File: src/rtl/baudgen_pkg.sv
package baudgen_pkg;

    localparam int DIV_W      = 16;
    localparam int DATA_W     = 8;
    localparam int ADDR_W     = 2;
    localparam int PRE_FACTOR = 4;
    localparam int OSR_HI     = 16;
    localparam int OSR_LO     = 8;
    localparam int PH_W       = $clog2(OSR_HI);
    localparam int PRESEL_BIT = 7;

    localparam logic [ADDR_W-1:0] REG_DIV_LO = 2'd0;
    localparam logic [ADDR_W-1:0] REG_DIV_HI = 2'd1;
    localparam logic [ADDR_W-1:0] REG_MODE   = 2'd2;

    typedef enum logic {
        OSR_X8  = 1'b0,
        OSR_X16 = 1'b1
    } osr_e;

    typedef struct packed {
        logic [DIV_W-1:0] divisor;
        logic             pre_div4;
    } bcfg_t;

    // Counter reload value: divisor 0 wraps to all ones, i.e. 65536 counts.
    function automatic logic [DIV_W-1:0] reload_of(input logic [DIV_W-1:0] d);
        return d - 1'b1;
    endfunction

    function automatic logic [PH_W-1:0] phase_last(input osr_e m);
        return (m == OSR_X16) ? PH_W'(OSR_HI - 1) : PH_W'(OSR_LO - 1);
    endfunction

endpackage

File: src/rtl/baud_cfg_regs.sv
module baud_cfg_regs
    import baudgen_pkg::*;
(
    input  logic              clk,
    input  logic              rst,
    input  logic              we,
    input  logic [ADDR_W-1:0] addr,
    input  logic [DATA_W-1:0] wdata,
    output bcfg_t             cfg_q,
    output bcfg_t             cfg_d,
    output logic              restart,
    output logic              armed
);

    logic div_wr;

    always_comb begin
        cfg_d = cfg_q;
        if (we) begin
            case (addr)
                REG_DIV_LO: cfg_d.divisor[0 +: DATA_W]      = wdata;
                REG_DIV_HI: cfg_d.divisor[DATA_W +: DATA_W] = wdata;
                REG_MODE:   cfg_d.pre_div4                  = wdata[PRESEL_BIT];
                default:    ;
            endcase
        end
    end

    assign div_wr  = we && ((addr == REG_DIV_LO) || (addr == REG_DIV_HI));
    assign restart = div_wr || (we && (addr == REG_MODE));

    always_ff @(posedge clk) begin
        if (rst) begin
            cfg_q <= '0;
            armed <= 1'b0;
        end else begin
            cfg_q <= cfg_d;
            if (div_wr && (cfg_d.divisor != '0))
                armed <= 1'b1;
        end
    end

endmodule

File: src/rtl/baud_prescaler.sv
module baud_prescaler
    import baudgen_pkg::*;
#(
    parameter int FACTOR = PRE_FACTOR
) (
    input  logic clk,
    input  logic rst,
    input  logic run,
    input  logic restart,
    input  logic div_en,
    output logic pre_tick
);

    localparam int CW = (FACTOR > 1) ? $clog2(FACTOR) : 1;
    localparam logic [CW-1:0] LAST = CW'(FACTOR - 1);

    logic [CW-1:0] cnt;

    always_ff @(posedge clk) begin
        if (rst || !run || restart)
            cnt <= LAST;
        else if (div_en)
            cnt <= (cnt == '0) ? LAST : cnt - 1'b1;
    end

    assign pre_tick = run && (!div_en || (cnt == '0));

endmodule

File: src/rtl/baud_divider.sv
module baud_divider
    import baudgen_pkg::*;
(
    input  logic             clk,
    input  logic             rst,
    input  logic             run,
    input  logic             restart,
    input  logic             pre_tick,
    input  logic [DIV_W-1:0] cur_div,
    input  logic [DIV_W-1:0] load_div,
    output logic             sample_tick
);

    logic [DIV_W-1:0] cnt;

    always_ff @(posedge clk) begin
        if (rst)
            cnt <= reload_of('0);
        else if (!run || restart)
            cnt <= reload_of(load_div);
        else if (pre_tick)
            cnt <= (cnt == '0) ? reload_of(cur_div) : cnt - 1'b1;
    end

    assign sample_tick = run && pre_tick && (cnt == '0);

endmodule

File: src/rtl/baud_phase.sv
module baud_phase
    import baudgen_pkg::*;
(
    input  logic            clk,
    input  logic            rst,
    input  logic            run,
    input  logic            restart,
    input  logic            osr16_sel,
    input  logic            sample_tick,
    output logic            bit_tick,
    output logic [PH_W-1:0] phase,
    output osr_e            mode_q
);

    osr_e            mode_now;
    logic            mode_chg;
    logic [PH_W-1:0] last;

    assign mode_now = osr_e'(osr16_sel);
    assign mode_chg = (mode_now != mode_q);
    assign last     = phase_last(mode_q);

    always_ff @(posedge clk) begin
        mode_q <= mode_now;
        if (rst || !run || restart || mode_chg)
            phase <= '0;
        else if (sample_tick)
            phase <= (phase == last) ? '0 : phase + 1'b1;
    end

    assign bit_tick = sample_tick && !mode_chg && (phase == last);

endmodule

File: src/rtl/baud_tick_gen.sv
module baud_tick_gen
    import baudgen_pkg::*;
(
    input  logic              clk,
    input  logic              rst,
    input  logic              cfg_we,
    input  logic [ADDR_W-1:0] cfg_addr,
    input  logic [DATA_W-1:0] cfg_wdata,
    input  logic              osr16_sel,
    output logic              sample_tick,
    output logic              bit_tick
);

    bcfg_t           cfg_q;
    bcfg_t           cfg_d;
    logic            restart;
    logic            armed;
    logic            pre_tick;
    logic [PH_W-1:0] phase;
    osr_e            mode_q;

    baud_cfg_regs u_regs (
        .clk     (clk),
        .rst     (rst),
        .we      (cfg_we),
        .addr    (cfg_addr),
        .wdata   (cfg_wdata),
        .cfg_q   (cfg_q),
        .cfg_d   (cfg_d),
        .restart (restart),
        .armed   (armed)
    );

    baud_prescaler #(.FACTOR(PRE_FACTOR)) u_pre (
        .clk      (clk),
        .rst      (rst),
        .run      (armed),
        .restart  (restart),
        .div_en   (cfg_q.pre_div4),
        .pre_tick (pre_tick)
    );

    baud_divider u_div (
        .clk         (clk),
        .rst         (rst),
        .run         (armed),
        .restart     (restart),
        .pre_tick    (pre_tick),
        .cur_div     (cfg_q.divisor),
        .load_div    (cfg_d.divisor),
        .sample_tick (sample_tick)
    );

    baud_phase u_phase (
        .clk         (clk),
        .rst         (rst),
        .run         (armed),
        .restart     (restart),
        .osr16_sel   (osr16_sel),
        .sample_tick (sample_tick),
        .bit_tick    (bit_tick),
        .phase       (phase),
        .mode_q      (mode_q)
    );

endmodule

File: config.mk
export PLATFORM = sky130hd
export DESIGN_NAME = baud_tick_gen
export DESIGN_NICKNAME = d
export VERILOG_FILES = /design/src/rtl/baudgen_pkg.sv /design/src/rtl/baud_cfg_regs.sv /design/src/rtl/baud_prescaler.sv /design/src/rtl/baud_divider.sv /design/src/rtl/baud_phase.sv /design/src/rtl/baud_tick_gen.sv
export SDC_FILE = /design/constraint.sdc
export NUM_CORES = 1
export LEC_CHECK = 0
export BUFFER_PORTS_ARGS = -buffer_cell sky130_fd_sc_hd__buf_4
export CORE_MARGIN = 2
export CORE_UTILIZATION = 36
export CTS_CLUSTER_SIZE = 10
export DETAILED_ROUTE_END_ITERATION = 10
export GPL_TIMING_DRIVEN = 0
export PLACE_DENSITY = 0.64
export SLEW_MARGIN = 15
export SYNTH_ARGS = -nofsm -noshare
export SYNTH_HDL_FRONTEND = slang
export SYNTH_SLANG_ARGS = --single-unit
File: constraint.sdc
create_clock -name clk -period 2.9 [get_ports clk]
set_clock_uncertainty 0.15 [all_clocks]
set_input_delay 0.145 -clock clk [delete_from_list [all_inputs] [get_ports clk]]
set_output_delay 0.145 -clock clk [all_outputs]
set_load 0.01 [all_outputs]
## Word-level counts from Yosys, hierarchy flattened

Cells that the tools add are included.
Widths: inputs -> output; s select.

- Register bits after elaboration: 41
- Word-level logic and storage cells: 50
- Output and inout bits: 2

- Muxes and demuxes: 10
- Add/sub/neg operators: 5
- Equality and inequality tests: 4
- Reduce and logical (&&, ||, !) cells: 24

Operator list:

| kind | count |
|---|---|
| $mux 16 | 3 |
| $sub 16x1->16 const B | 3 |
| $mux 17 | 1 |
| $logic_not 16->1 | 1 |
| $mux 8 | 2 |
| $reduce_bool 16->1 | 1 |
| $logic_and 1x1->1 | 8 |
| $mux 4 | 2 |
| $logic_or 1x1->1 | 7 |
| $add 4x1->4 const B | 1 |
| $eq 4x4->1 | 1 |
| $logic_not 2->1 | 2 |
| $logic_not 1->1 | 3 |
| $eq 2x1->1 const B | 1 |
| $eq 2x2->1 const B | 1 |
| $mux 2 | 1 |
| $reduce_and 2->1 | 1 |
| $reduce_bool 2->1 | 1 |
| $sub 2x1->2 const B | 1 |
| $mux 1 | 1 |
| $ne 1x1->1 | 1 |

## Logic depth before layout (Yosys ltp)

Gate-level depths: netlist of the first run.

- Depth in word-level cells: 7
- Mapped depth: 10
- Depth with buffers taken out: 9

## Hierarchy

From an unflattened synthesis of the first run, not the netlist that was laid out.

- Cells, all modules: 299
- Area total of the unflattened synthesis: 2577.5 um2

Modules (own cells, without submodules):

| module | cells each | instances | area an instance (um2) | seq. area each (um2) |
|---|---|---|---|---|
| baud_divider | 185 | 1 | 1411.4 | 320.3 |
| baud_cfg_regs | 78 | 1 | 815.8 | 360.3 |
| baud_phase | 23 | 1 | 235.2 | 100.1 |
| baud_prescaler | 13 | 1 | 115.1 | 40.0 |

## Worst setup path after synthesis of the first run

OpenSTA, ideal clock, no wires.

- Kind: register to register
- Start point: register u_regs.armed
- End point: register u_div.cnt[12]
- Setup time: 87 ps
- Path slack: 543 ps
- Period minus slack after synthesis: 2357 ps
- Cell stages (with the launch flop): 10
- Arrival time: 2120 ps
- Cells stage by stage: dfxtp_1 clkbuf_1 a21oi_1 a21o_1 a222oi_1 ha_1 nand4_1 nor2_1 a31oi_1 o31ai_1

- Cells in the longest elaborated chain, start to end: 3
- Elaborated cells on any way between the ends: 5
- Classes of those cells: 1 x mux; 4 x reduce/logical

RTL lines:

| element | line | text |
|---|---|---|
| from (decl) | baud_cfg_regs.sv:12 | `output logic armed` |
| from (signal assigned) | baud_cfg_regs.sv:35 | `armed <= 1'b0;` |
| from (signal assigned) | baud_cfg_regs.sv:39 | `armed <= 1'b1;` |
| $logic_not 1->1 | baud_divider.sv:19 | `else if (!run \|\| restart)` |
| $logic_or 1x1->1 | baud_divider.sv:19 |  |
| $mux 16 / $reduce_bool 2->1 (equally long branches) | n/a |  |
| to (signal assigned) | baud_divider.sv:18 | `cnt <= reload_of('0);` |
| to (signal assigned) | baud_divider.sv:20 | `cnt <= reload_of(load_div);` |
| to (signal assigned) | baud_divider.sv:22 | `cnt <= (cnt == '0) ? reload_of(cur_div) : cnt - 1'b1;` |
| to (decl) | baud_divider.sv:14 | `logic [DIV_W-1:0] cnt;` |

Several ways; a longest one is shown, not always the timed one.
A chain may end at the register's enable or synchronous reset.

## Worst setup path after layout of the first run

- Start point: register u_div.cnt[10]
- End point: register u_div.cnt[14]

- Cells in the longest elaborated chain, start to end: 4
- Elaborated cells on any way between the ends: 5
- Classes of those cells: 1 x add/sub; 3 x mux; 1 x reduce/logical

RTL lines:

| element | line | text |
|---|---|---|
| $sub 16x1->16 / $logic_not 16->1 (equally long branches) | baud_divider.sv:22 |  |
| $mux 16 (*) | baud_divider.sv:22 |  |
| $mux 16 (*) | baud_divider.sv:21 | `else if (pre_tick)` |
| $mux 16 (*) | baud_divider.sv:19 |  |

Mark *: on every way between the ends. The rest lies on a longest branch, timed or not. The select of a mux whose other input is x is not followed.

==> results of run 1 <==
==> metrics by stage <==
| stage | utilization [%] | total power [mW] | hold WS [ps] | TNS [ps] |
|---|---|---|---|---|
| global route | 43.0 | 1.48 | 14.0 | 0 |
| floorplan | - | 0.908 | 22.7 | 0 |
| detailed placement | 39.9 | 1.01 | 133 | -292 |
| global placement | 39.9 | 1.01 | 131 | -69.1 |
| CTS | 42.4 | 1.39 | 1.02 | 0 |
| finish | 43.0 | 1.41 | 0.203 | 0 |
==> cell usage after synthesis (all sizes together), types with 2 or more instances <==
master / count
a221oi: 2
a21o: 4
nand4: 5
a21boi: 3
or3: 5
dfxtp: 41
or2: 3
o22ai: 3
nor2b: 2
and3: 2
a21oi: 29
and2: 3
nor2: 21
a31oi: 3
mux2i: 2
nand2: 49
o31ai: 3
o21ai: 13
xnor2: 4
a211oi: 3
clkbuf: 14
o211ai: 8
nand3: 9
a32oi: 3
a222oi: 8
nand3b: 3
and4: 4
nor4: 14
and3b: 2
ha: 3
xor2: 9
inv: 7
buf: 3
nor3: 8
==> kinds of logic after synthesis <==
group	share of synthesized area [%]
xor gates and xnor gates	4.61
AOI/OAI and AO/OA	26.3
DFF	33.2
buffers and inverters	4.15
muxes	0.811
and+or+nand+nor	29.4
adders and majority gates	1.52
==> per-layer routing <==
metal	vias up	global-route usage, %	routed length, µm
li1	1213	-	-
met4	0	6.68	126
met1	1166	28.5	3360
met2	91	29.8	3340
met3	15	3.52	409
met5	-	0	0
==> final timing paths <==
kind                      end  slack, ps  cells after the start
max reg2reg     u_div.cnt[14]        210                     10
max             u_div.cnt[14]        210                     10
min reg2reg   u_regs.cfg_q[6]        330                      2
min          u_regs.cfg_q[12]        0.2                      3
==> report_power, final <==
| group | switching, mW | internal (mW) | total [mW] | leakage [nW] |
|---|---|---|---|---|
| logic | 0.204 | 0.159 | 0.363 | 0.691 |
| clock network | 0.200 | 0.171 | 0.372 | 0.0395 |
| registers | 0.0588 | 0.616 | 0.675 | 0.336 |
==> what timing repair did <==
item	4_1_cts	5_1_grt
hold endpoints to repair	12	0
setup buffers	0	3
pin swaps	0	3
hold buffers	8	0
endpoints found under the setup margin	3	6
resized for setup	2	12
==> tightest hold or removal path: cells and delay by family <==
| kind | cells | cell delay (ps) |
|---|---|---|
| simple gates | 1 | 60 |
| compound gates | 1 | 50 |
| buf+inv | 1 | 150 |
==> registers in the layout (all words and copies together) (netlist names) <==
register        count
u_phase.mode_q      1
u_regs.cfg_q       17
u_pre.cnt           2
u_phase.phase       4
u_div.cnt          16
u_regs.armed        1
==> cell type report <==
type	count	area share, %
Sequential cell	41	28.7
Buffer	16	2.42
Clock buffer	8	2.77
Inverter	8	1.04
Multi-Input combinational cell	242	54.1
Timing Repair Buffer	26	7.45
Tap cell	80	3.46
==> results.py, run 1 <==
metrics = {
    "setup_path": {
        "setup.worst_path.start_class": "flop",
        "timing.critical_path.to_type": "flop",
        "delay_of_the_slowest_critical_path_stage_ps": 440,
        "cp_data_arrival_time_ps": 2760,
        "worstSetupPathType": "flop to flop",
        "worst-endpoint-required_ps": 2970,
        "r2r-start": "u_div.cnt[10]",
        "critPathLaunch": "u_div.cnt[10]",
        "worst-path-max-fanout": 7,
        "critPathSlowestCell": "sky130_fd_sc_hd__and4_1",
        "timing.critical_path.buf_inv": 1,
        "cp_top_family": "simple AND/OR/NAND/NOR gates",
        "timing.critical_path.cells": "nor4_2 -> and4_1 -> a21o_1 -> a222oi_1 -> ha_2 -> nand4_1 -> buf_4 -> nor2_2 -> and3b_1 -> o31ai_1",
    },
    "floorplanning": {
        "core_um2": 6720,
        "num_io_pins": 16,
        "placement_rows": 30,
        "floorplan.initialDensity_pct": 36.8,
        "die-width_um": 86.8,
        "die_area_um2": 7540,
        "vertical_extent_of_the_die_um": 86.8,
    },
    "drt": {
        "ant_nets": 0,
        "num_vias": 2485,
        "post_drt_via_cell_ratio": 5.90,
        "dr.pass1.iters": 5,
        "drcViolationCount": 0,
        "drt_wl_total_um": 7240,
        "wl_per_cell_um": 17.2,
        "drtIter0Drc": 282,
    },
    "layout": {
        "insertedDiodeCount": 0,
        "final.fill_count": 690,
        "post_layout_nonfiller_instances": 421,
        "finalInstanceArea_um2": 2890,
        "layout.nets": 357,
        "most-common-layout-cells": "49 x sky130_fd_sc_hd__nand2_1, 33 x sky130_fd_sc_hd__dfxtp_1, 29 x sky130_fd_sc_hd__a21oi_1, 18 x sky130_fd_sc_hd__nor2_1, 18 x sky130_fd_sc_hd__buf_4",
        "area_growth_syn_to_layout_pct": 17.0,
        "multi_input_area_um2": 1560,
        "layout_commonest_cell": "sky130_fd_sc_hd__nand2_1",
        "area.sequential_um2": 831,
        "drive_gt1_share_pct": 16.4,
    },
    "grt": {
        "grt.overflow.total": 0,
        "pin_count_of_the_biggest_net_entering_global_routing": 12,
        "via_count_of_the_first_global_routing_pass": 2178,
        "track_usage_pct": 19.8,
        "first_pass_grt_wire_length_um": 11600,
        "grt_antenna_before_repair": 0,
    },
    "clocking": {
        "worst_skew_pair.late_latency_ps": 300,
        "cts_buffer_depth": 2,
        "cts_root_cell": "sky130_fd_sc_hd__clkbuf_8",
        "htreeDepth": 2,
        "cts_tree": "yes",
        "cts-buffers-inserted": 5,
        "cts.reportedPaths.clkPinSlew_ps": 80,
        "cts.sink_count": 41,
    },
    "yosys": {
        "ys_seq_area_share_pct": 33.2,
        "postSynthAreaPerCell_um2": 8.02,
        "synthesis.instances": 308,
        "post_synth_top_area_cell": "sky130_fd_sc_hd__dfxtp_1",
        "post_synth_instance_area_um2": 2470,
        "synth.yosys.warnings": 0,
        "postSynth.asyncResetShare_pct": 0,
        "number_of_synthesized_flops_with_an_enable_pin": 0,
        "postSynth.topFlopCell": "sky130_fd_sc_hd__dfxtp_1",
        "post_synth_main_area_contributors": "sky130_fd_sc_hd__dfxtp_1 33%, sky130_fd_sc_hd__nand2_1 7.4%, sky130_fd_sc_hd__a21oi_1 5.9%, sky130_fd_sc_hd__a222oi_1 3.2%, sky130_fd_sc_hd__xor2_1 3.2%",
        "number_of_storage_elements_in_the_synthesis_netlist": 41,
        "synth_top_cell_area_share_pct": 33.2,
        "synthesis.nets": 325,
        "post_synth_num_cell_types": 64,
    },
    "placed_design": {
        "numPlacedInstances": 403,
        "placement.cell_area_um2": 2680,
        "place_hpwl_um": 5180,
        "place_ws_ps": -129,
        "gp_congestion": 0.963,
        "placement.io_buffers": 15,
    },
    "flow_run": {
        "maxCapViolCount": 0,
    },
    "sta": {
        "grt_setup_unrepaired": "no",
        "finalHoldViolCount": 0,
        "worst_slack_ps": 213,
        "post-route-period-util_pct": 92.7,
        "final-max-slew-violation-count": 0,
        "fmax_ghz": 0.372,
        "setup_viol": 0,
        "max_slew_margin_pct": 57.0,
        "worst_slew_pin_tran_ps": 646,
        "timing.final.crit_period_ps": 2690,
    },
    "power": {
        "power.leakage_nw": 1.07,
        "power.ir.vdd_worst_uv": 279,
        "p_per_area_nw_per_um2": 487,
    },
    "run_status": {
        "outcome": "finished clean",
    },
    "worst_hold_path": {
        "min-delay-path-class": "primary input to flop",
        "min-delay-start": "cfg_wdata[3]",
    },
}
No activity file was read; power rests on OpenSTA's default activity.
==> run 2: changes to the inputs <==
==> constraint.sdc (replaced) <==
create_clock -name clk -period 2.9 [get_ports clk]
set_clock_uncertainty 0.15 [all_clocks]
set_input_delay 0.58 -clock clk [delete_from_list [all_inputs] [get_ports clk]]
set_output_delay 0.58 -clock clk [all_outputs]
set_load 0.01 [all_outputs]
==> run 2 against run 1 <==
Register-to-register slack better by 130 ps. Final cell count down 2.1%. Hold slack better by 260 ps. Design area down 2.4%. Critical path depth down 4. First-iteration DRC count down 29%. Sequential cell count unchanged. Maximum frequency down 3.3%. Combinational power down 3%. Largest cell class unchanged.
==> results.py, run 2 (synthesized netlist as in run 1, its figures left out) <==
metrics = {
    "sta": {
        "setup_viol": 0,
        "final-max-slew-violation-count": 0,
        "max_slew_margin_pct": 51.5,
        "grt_setup_unrepaired": "no",
        "fmax_ghz": 0.360,
        "finalHoldViolCount": 0,
        "timing.final.crit_period_ps": 2780,
        "worst_slew_pin_tran_ps": 727,
        "post-route-period-util_pct": 95.8,
    },
    "layout": {
        "insertedDiodeCount": 0,
        "layout_commonest_cell": "sky130_fd_sc_hd__nand2_1",
        "drive_gt1_share_pct": 14.8,
        "layout.nets": 348,
        "area_growth_syn_to_layout_pct": 14.2,
        "most-common-layout-cells": "49 x sky130_fd_sc_hd__nand2_1, 41 x sky130_fd_sc_hd__dfxtp_1, 29 x sky130_fd_sc_hd__a21oi_1, 18 x sky130_fd_sc_hd__nor2_1, 18 x sky130_fd_sc_hd__buf_4",
        "largest_register_ffs": 17,
        "reg_top3": "u_regs.cfg_q (17), u_div.cnt (16), u_phase.phase (4)",
        "registers.top_by_ff_count": "u_regs.cfg_q",
        "fin_util_pct": 42.0,
    },
    "clocking": {
        "worst_skew_pair.late_latency_ps": 300,
        "cts-hold-fix-buffers": 0,
        "cts.sink_count": 41,
        "cts_buffer_depth": 2,
        "cts_root_cell": "sky130_fd_sc_hd__clkbuf_8",
        "htreeDepth": 2,
        "cts-buffers-inserted": 5,
        "cts_tree": "yes",
        "cts.reportedPaths.clkPinSlew_ps": 80,
    },
    "setup_path": {
        "setup.worst_path.start_class": "flop",
        "ff2ff_setup_slack_ps": 340,
        "worst-endpoint-required_ps": 2170,
        "timing.critical_path.to_type": "output pin",
        "critPathSlowestCell": "sky130_fd_sc_hd__dfxtp_1",
        "critPathLaunch": "u_div.cnt[0]",
        "worstSetupPathType": "flop to output pin",
        "r2r-start": "u_div.cnt[0]",
        "delay_of_the_slowest_critical_path_stage_ps": 370,
        "cp_data_arrival_time_ps": 2050,
        "timing.critical_path.cells": "nor4_1 -> and4_4 -> and3_2 -> nand3_1 -> a21oi_1 -> buf_4",
        "worst-path-max-fanout": 7,
    },
    "drt": {
        "drt_wl_total_um": 7070,
        "post_drt_via_cell_ratio": 5.87,
        "dr.pass1.iters": 6,
        "drcViolationCount": 0,
        "ant_nets": 0,
        "num_vias": 2420,
        "wl_per_cell_um": 17.2,
        "drtIter0Drc": 201,
    },
    "placed_design": {
        "place_hpwl_um": 5180,
        "placement.io_buffers": 15,
        "gp_congestion": 0.963,
    },
    "grt": {
        "pin_count_of_the_biggest_net_entering_global_routing": 12,
        "grt_antenna_before_repair": 0,
        "grt.overflow.total": 0,
        "track_usage_pct": 19.6,
        "first_pass_grt_wire_length_um": 11400,
        "via_count_of_the_first_global_routing_pass": 2116,
    },
    "power": {
        "power_mw": 1.39,
        "power.leakage_nw": 1.05,
        "p_per_area_nw_per_um2": 494,
        "power.ir.vdd_worst_uv": 280,
    },
    "floorplanning": {
        "die-width_um": 86.8,
        "placement_rows": 30,
        "vertical_extent_of_the_die_um": 86.8,
        "floorplan.initialDensity_pct": 36.8,
        "core_um2": 6720,
        "die_area_um2": 7540,
        "num_io_pins": 16,
    },
    "worst_hold_path": {
        "min-delay-start": "osr16_sel",
        "min-delay-path-class": "primary input to flop",
    },
    "flow_run": {
        "maxCapViolCount": 0,
    },
    "run_status": {
        "outcome": "finished clean",
    },
}
run 2: critical path: cells and delay by family (launching register included):
family                 cells  cell delay, ps
AND/OR/NAND/NOR            4            1110
flip-flops                 1             370
AO/OA/AOI/OAI              1             130
buffers and inverters      1             130
run 2: final timing paths:
path / endpoint / depth (start not counted)
setup / recovery: bit_tick / 6
hold / removal: u_phase.mode_q / 1
setup reg to reg: u_div.cnt[14] / 7
hold reg to reg: u_regs.cfg_q[6] / 2
run 2: timing repair:
| item | CTS | global route |
|---|---|---|
| resized for setup | 7 | 4 |
| buffers inserted | 2 | 1 |
| setup endpoints to repair | 7 | 6 |
| cloned | 0 | 0 |
| endpoints found under the hold margin | 0 | 0 |
| pin swaps | 2 | 1 |
run 2: report_power, final:
part | internal [mW] | switching (mW) | leakage (nW) | total [mW]
logic | 0.150 | 0.202 | 0.670 | 0.352
registers | 0.611 | 0.0621 | 0.337 | 0.674
clock network | 0.171 | 0.197 | 0.0395 | 0.368
run 2: area by class of cell:
cell class | instances | area (µm²)
Fill cell | 685 | 3900
Multi-Input combinational cell | 242 | 1590
Sequential cell | 41 | 821
Timing Repair Buffer | 18 | 135
Tap cell | 80 | 100
Clock buffer | 8 | 80.1
Buffer | 15 | 66.3
Inverter | 8 | 30.0
run 2: metrics by stage:
step | worst slack [ps] | hold slack (ps) | cells | cell area [µm²] | TNS (ps)
floorplan | 202 | 293 | 308 | 2470 | 0
global placement | -479 | 306 | 403 | 2680 | -2460
detailed placement | -564 | 314 | 403 | 2680 | -2890
CTS | 18.8 | 260 | 411 | 2800 | 0
global route | 19.5 | 253 | 412 | 2820 | 0
finish | 121 | 263 | 412 | 2820 | 0
run 2: layer usage:
metal | up-vias | global-route usage (%) | routed length, µm
met5 | - | 0 | 0
met4 | 0 | 5.97 | 75
met3 | 5 | 3.52 | 417
met2 | 77 | 29.5 | 3240
met1 | 1138 | 28.5 | 3340
li1 | 1200 | - | -
==> run 3: changes to the inputs <==
Settings changed: CELL_PAD_IN_SITES_DETAIL_PLACEMENT from default to 1, CELL_PAD_IN_SITES_GLOBAL_PLACEMENT from default to 1, CORE_MARGIN 2 to default, PLACE_DENSITY 0.64 to 0.8.
Clock period 2.9 ns to 2.3 ns, I/O delays scaled along.
==> run 3 against run 2 <==
Die area decreased by 4.6%. The flow now finishes with violations (negative setup slack). Design area increased by 23%. Clock power increased by 31%. Largest power group unchanged. Non-clock buffer count increased by 37.
==> results.py, run 3 (synthesized netlist as in run 1, its figures left out) <==
metrics = {
    "run_status": {
        "outcome": "complete, but fails checks",
        "violations_in_the_final_reports": "negative setup slack",
    },
    "clocking": {
        "cts_root_cell": "sky130_fd_sc_hd__clkbuf_8",
        "cts.sink_count": 41,
        "cts.reportedPaths.clkPinSlew_ps": 80,
        "cts_tree": "yes",
        "cts_buffer_depth": 2,
        "htreeDepth": 2,
        "cts-buffers-inserted": 5,
        "worst_skew_pair.late_latency_ps": 300,
    },
    "sta": {
        "max_slew_margin_pct": 51.5,
        "final-max-slew-violation-count": 0,
        "setup_viol": 14,
        "finalHoldViolCount": 0,
        "worst_slew_pin_tran_ps": 727,
        "timing.final.crit_period_ps": 2620,
        "fmax_ghz": 0.381,
        "grt_setup_unrepaired": "yes",
        "post-route-period-util_pct": 114,
        "worst_slack_ps": -323,
    },
    "layout": {
        "largest_register_ffs": 17,
        "final.fill_count": 760,
        "area.sequential_um2": 878,
        "most-common-layout-cells": "48 x sky130_fd_sc_hd__nand2_1, 44 x sky130_fd_sc_hd__buf_4, 25 x sky130_fd_sc_hd__a21oi_1, 25 x sky130_fd_sc_hd__dfxtp_1, 17 x sky130_fd_sc_hd__nor2_1",
        "layout.nets": 385,
        "drive_gt1_share_pct": 35.8,
        "layout_commonest_cell": "sky130_fd_sc_hd__nand2_1",
        "multi_input_area_um2": 1820,
        "reg_top3": "u_regs.cfg_q (17), u_div.cnt (16), u_phase.phase (4)",
        "area_growth_syn_to_layout_pct": 40.4,
        "registers.top_by_ff_count": "u_regs.cfg_q",
        "insertedDiodeCount": 0,
    },
    "grt": {
        "track_usage_pct": 26.3,
        "met1_usage_pct": 34.3,
        "grt.overflow.total": 0,
        "use_met3_pct": 2.72,
        "first_pass_grt_wire_length_um": 14800,
        "pin_count_of_the_biggest_net_entering_global_routing": 13,
        "grt_antenna_before_repair": 0,
        "globalRoute.busiestLayer": "met2",
        "gr-usage-met2_pct": 45.1,
        "via_count_of_the_first_global_routing_pass": 2846,
    },
    "setup_path": {
        "cp_data_arrival_time_ps": 2670,
        "timing.critical_path.to_type": "flop",
        "worst-endpoint-required_ps": 2340,
        "ff2ff_setup_slack_ps": -320,
        "setup.worst_path.start_class": "flop",
        "worstSetupPathType": "flop to flop",
        "r2r-start": "u_div.cnt[7]",
        "r2r_end": "u_div.cnt[14]",
        "worst_r2r_path_depth": 11,
        "worst-path-max-fanout": 5,
    },
    "placed_design": {
        "placement.io_buffers": 15,
        "gp_congestion": 0.909,
        "place_hpwl_um": 5880,
        "place_ws_ps": -832,
    },
    "floorplanning": {
        "die_area_um2": 7200,
        "floorplan.initialDensity_pct": 38.0,
        "vertical_extent_of_the_die_um": 84.8,
        "num_io_pins": 16,
        "core_um2": 6490,
        "placement_rows": 29,
        "die-width_um": 84.8,
    },
    "drt": {
        "post_drt_via_cell_ratio": 6.45,
        "dr.pass1.iters": 5,
        "drt_wl_total_um": 10400,
        "num_vias": 2875,
        "ant_nets": 0,
        "drtIter0Drc": 186,
        "wl_per_cell_um": 23.2,
        "drcViolationCount": 0,
    },
    "power": {
        "power.leakage_nw": 1.32,
        "power.ir.vdd_worst_uv": 284,
        "p_per_area_nw_per_um2": 598,
        "power_mw": 2.07,
    },
    "worst_hold_path": {
        "whs_endpoint": "u_phase.mode_q",
        "whs_path_depth": 1,
        "min-delay-path-class": "primary input to flop",
        "min-delay-start": "osr16_sel",
    },
    "flow_run": {
        "maxCapViolCount": 0,
    },
}
[run 3: cell types whose count changed in the layout (fill, tap and decap cells not counted), moves of 3 or more]
cell / before / now
sky130_fd_sc_hd__nor4_1: 10 / 7
sky130_fd_sc_hd__nor4_4: 2 / 6
sky130_fd_sc_hd__dfxtp_4: 0 / 15
sky130_fd_sc_hd__nor3_1: 8 / 3
sky130_fd_sc_hd__o21ai_0: 12 / 9
sky130_fd_sc_hd__clkbuf_1: 14 / 9
sky130_fd_sc_hd__buf_4: 18 / 44
sky130_fd_sc_hd__dfxtp_1: 41 / 25
sky130_fd_sc_hd__a21oi_1: 29 / 25
sky130_fd_sc_hd__buf_6: 1 / 14
sky130_fd_sc_hd__nor3_2: 0 / 4
sky130_fd_sc_hd__o21ai_1: 1 / 4
[run 3: repair_timing]
item | 4_1_cts | 5_1_grt
pin swaps | 16 | 21
setup endpoints to repair | 20 | 18
hold buffers | 0 | 0
buffers inserted | 29 | 13
resized for setup | 59 | 32
[run 3: power by group]
group | leakage (nW) | switching [mW] | total, mW | internal [mW]
registers | 0.339 | 0.0840 | 0.873 | 0.789
clock network | 0.0450 | 0.272 | 0.483 | 0.211
logic | 0.939 | 0.397 | 0.718 | 0.321
[run 3: critical path, cell delays in order (launching register included)]
cell and delay [ps]:
sky130_fd_sc_hd__dfxtp_4 390, sky130_fd_sc_hd__nor4_4 60, sky130_fd_sc_hd__and4_4 210, sky130_fd_sc_hd__buf_6 110
sky130_fd_sc_hd__a21o_1 190, sky130_fd_sc_hd__a222oi_1 420, sky130_fd_sc_hd__ha_2 290, sky130_fd_sc_hd__nand4_1 90
sky130_fd_sc_hd__buf_6 170, sky130_fd_sc_hd__nor2_4 120, sky130_fd_sc_hd__a21boi_1 90, sky130_fd_sc_hd__o31ai_1 230
[run 3: layout make-up]
| cell class | count | area share, % |
|---|---|---|
| clock inverter | 2 | 0.289 |
| buffer | 14 | 2.63 |
| sequential | 41 | 25.3 |
| tap | 77 | 2.78 |
| clock buffer | 6 | 2.09 |
| multi-input combinational | 242 | 52.6 |
| inverter | 8 | 0.866 |
| timing repair buffer | 56 | 13.4 |
[run 3: how the worst max path moves through the flow]
stage             startpoint            end  slack (ps)  cells past startpoint
3_5_place_dp     cfg_addr[0]  u_div.cnt[12]        -830                     10
5_1_grt         u_div.cnt[3]   u_div.cnt[8]        -400                     11
3_3_place_gp     cfg_addr[0]  u_div.cnt[12]        -800                     10
4_1_cts        u_div.cnt[15]       bit_tick        -170                      7
2_1_floorplan    cfg_addr[0]  u_div.cnt[12]        -220                      9
6_report        u_div.cnt[7]  u_div.cnt[14]        -320                     11
[run 3: routing by layer]
metal / vias to the layer above / share of wire (%)
met1: 1447 / 42
met2: 133 / 48
li1: 1261 / -
met4: 0 / 3.6
met5: - / 0
met3: 34 / 6.4
[run 3: metrics by stage]
step / cells / utilization [%] / TNS (ps) / hold slack [ps] / cell area, µm²
2_1_floorplan: 308 / - / -1100 / 293 / 2540
3_5_place_dp: 400 / 42.3 / -9620 / 316 / 2750
6_report: 446 / 53.4 / -2970 / 141 / 3470
3_3_place_gp: 400 / 42.3 / -9110 / 310 / 2750
5_1_grt: 446 / 53.4 / -3890 / 139 / 3470
4_1_cts: 434 / 49.9 / -1610 / 139 / 3240
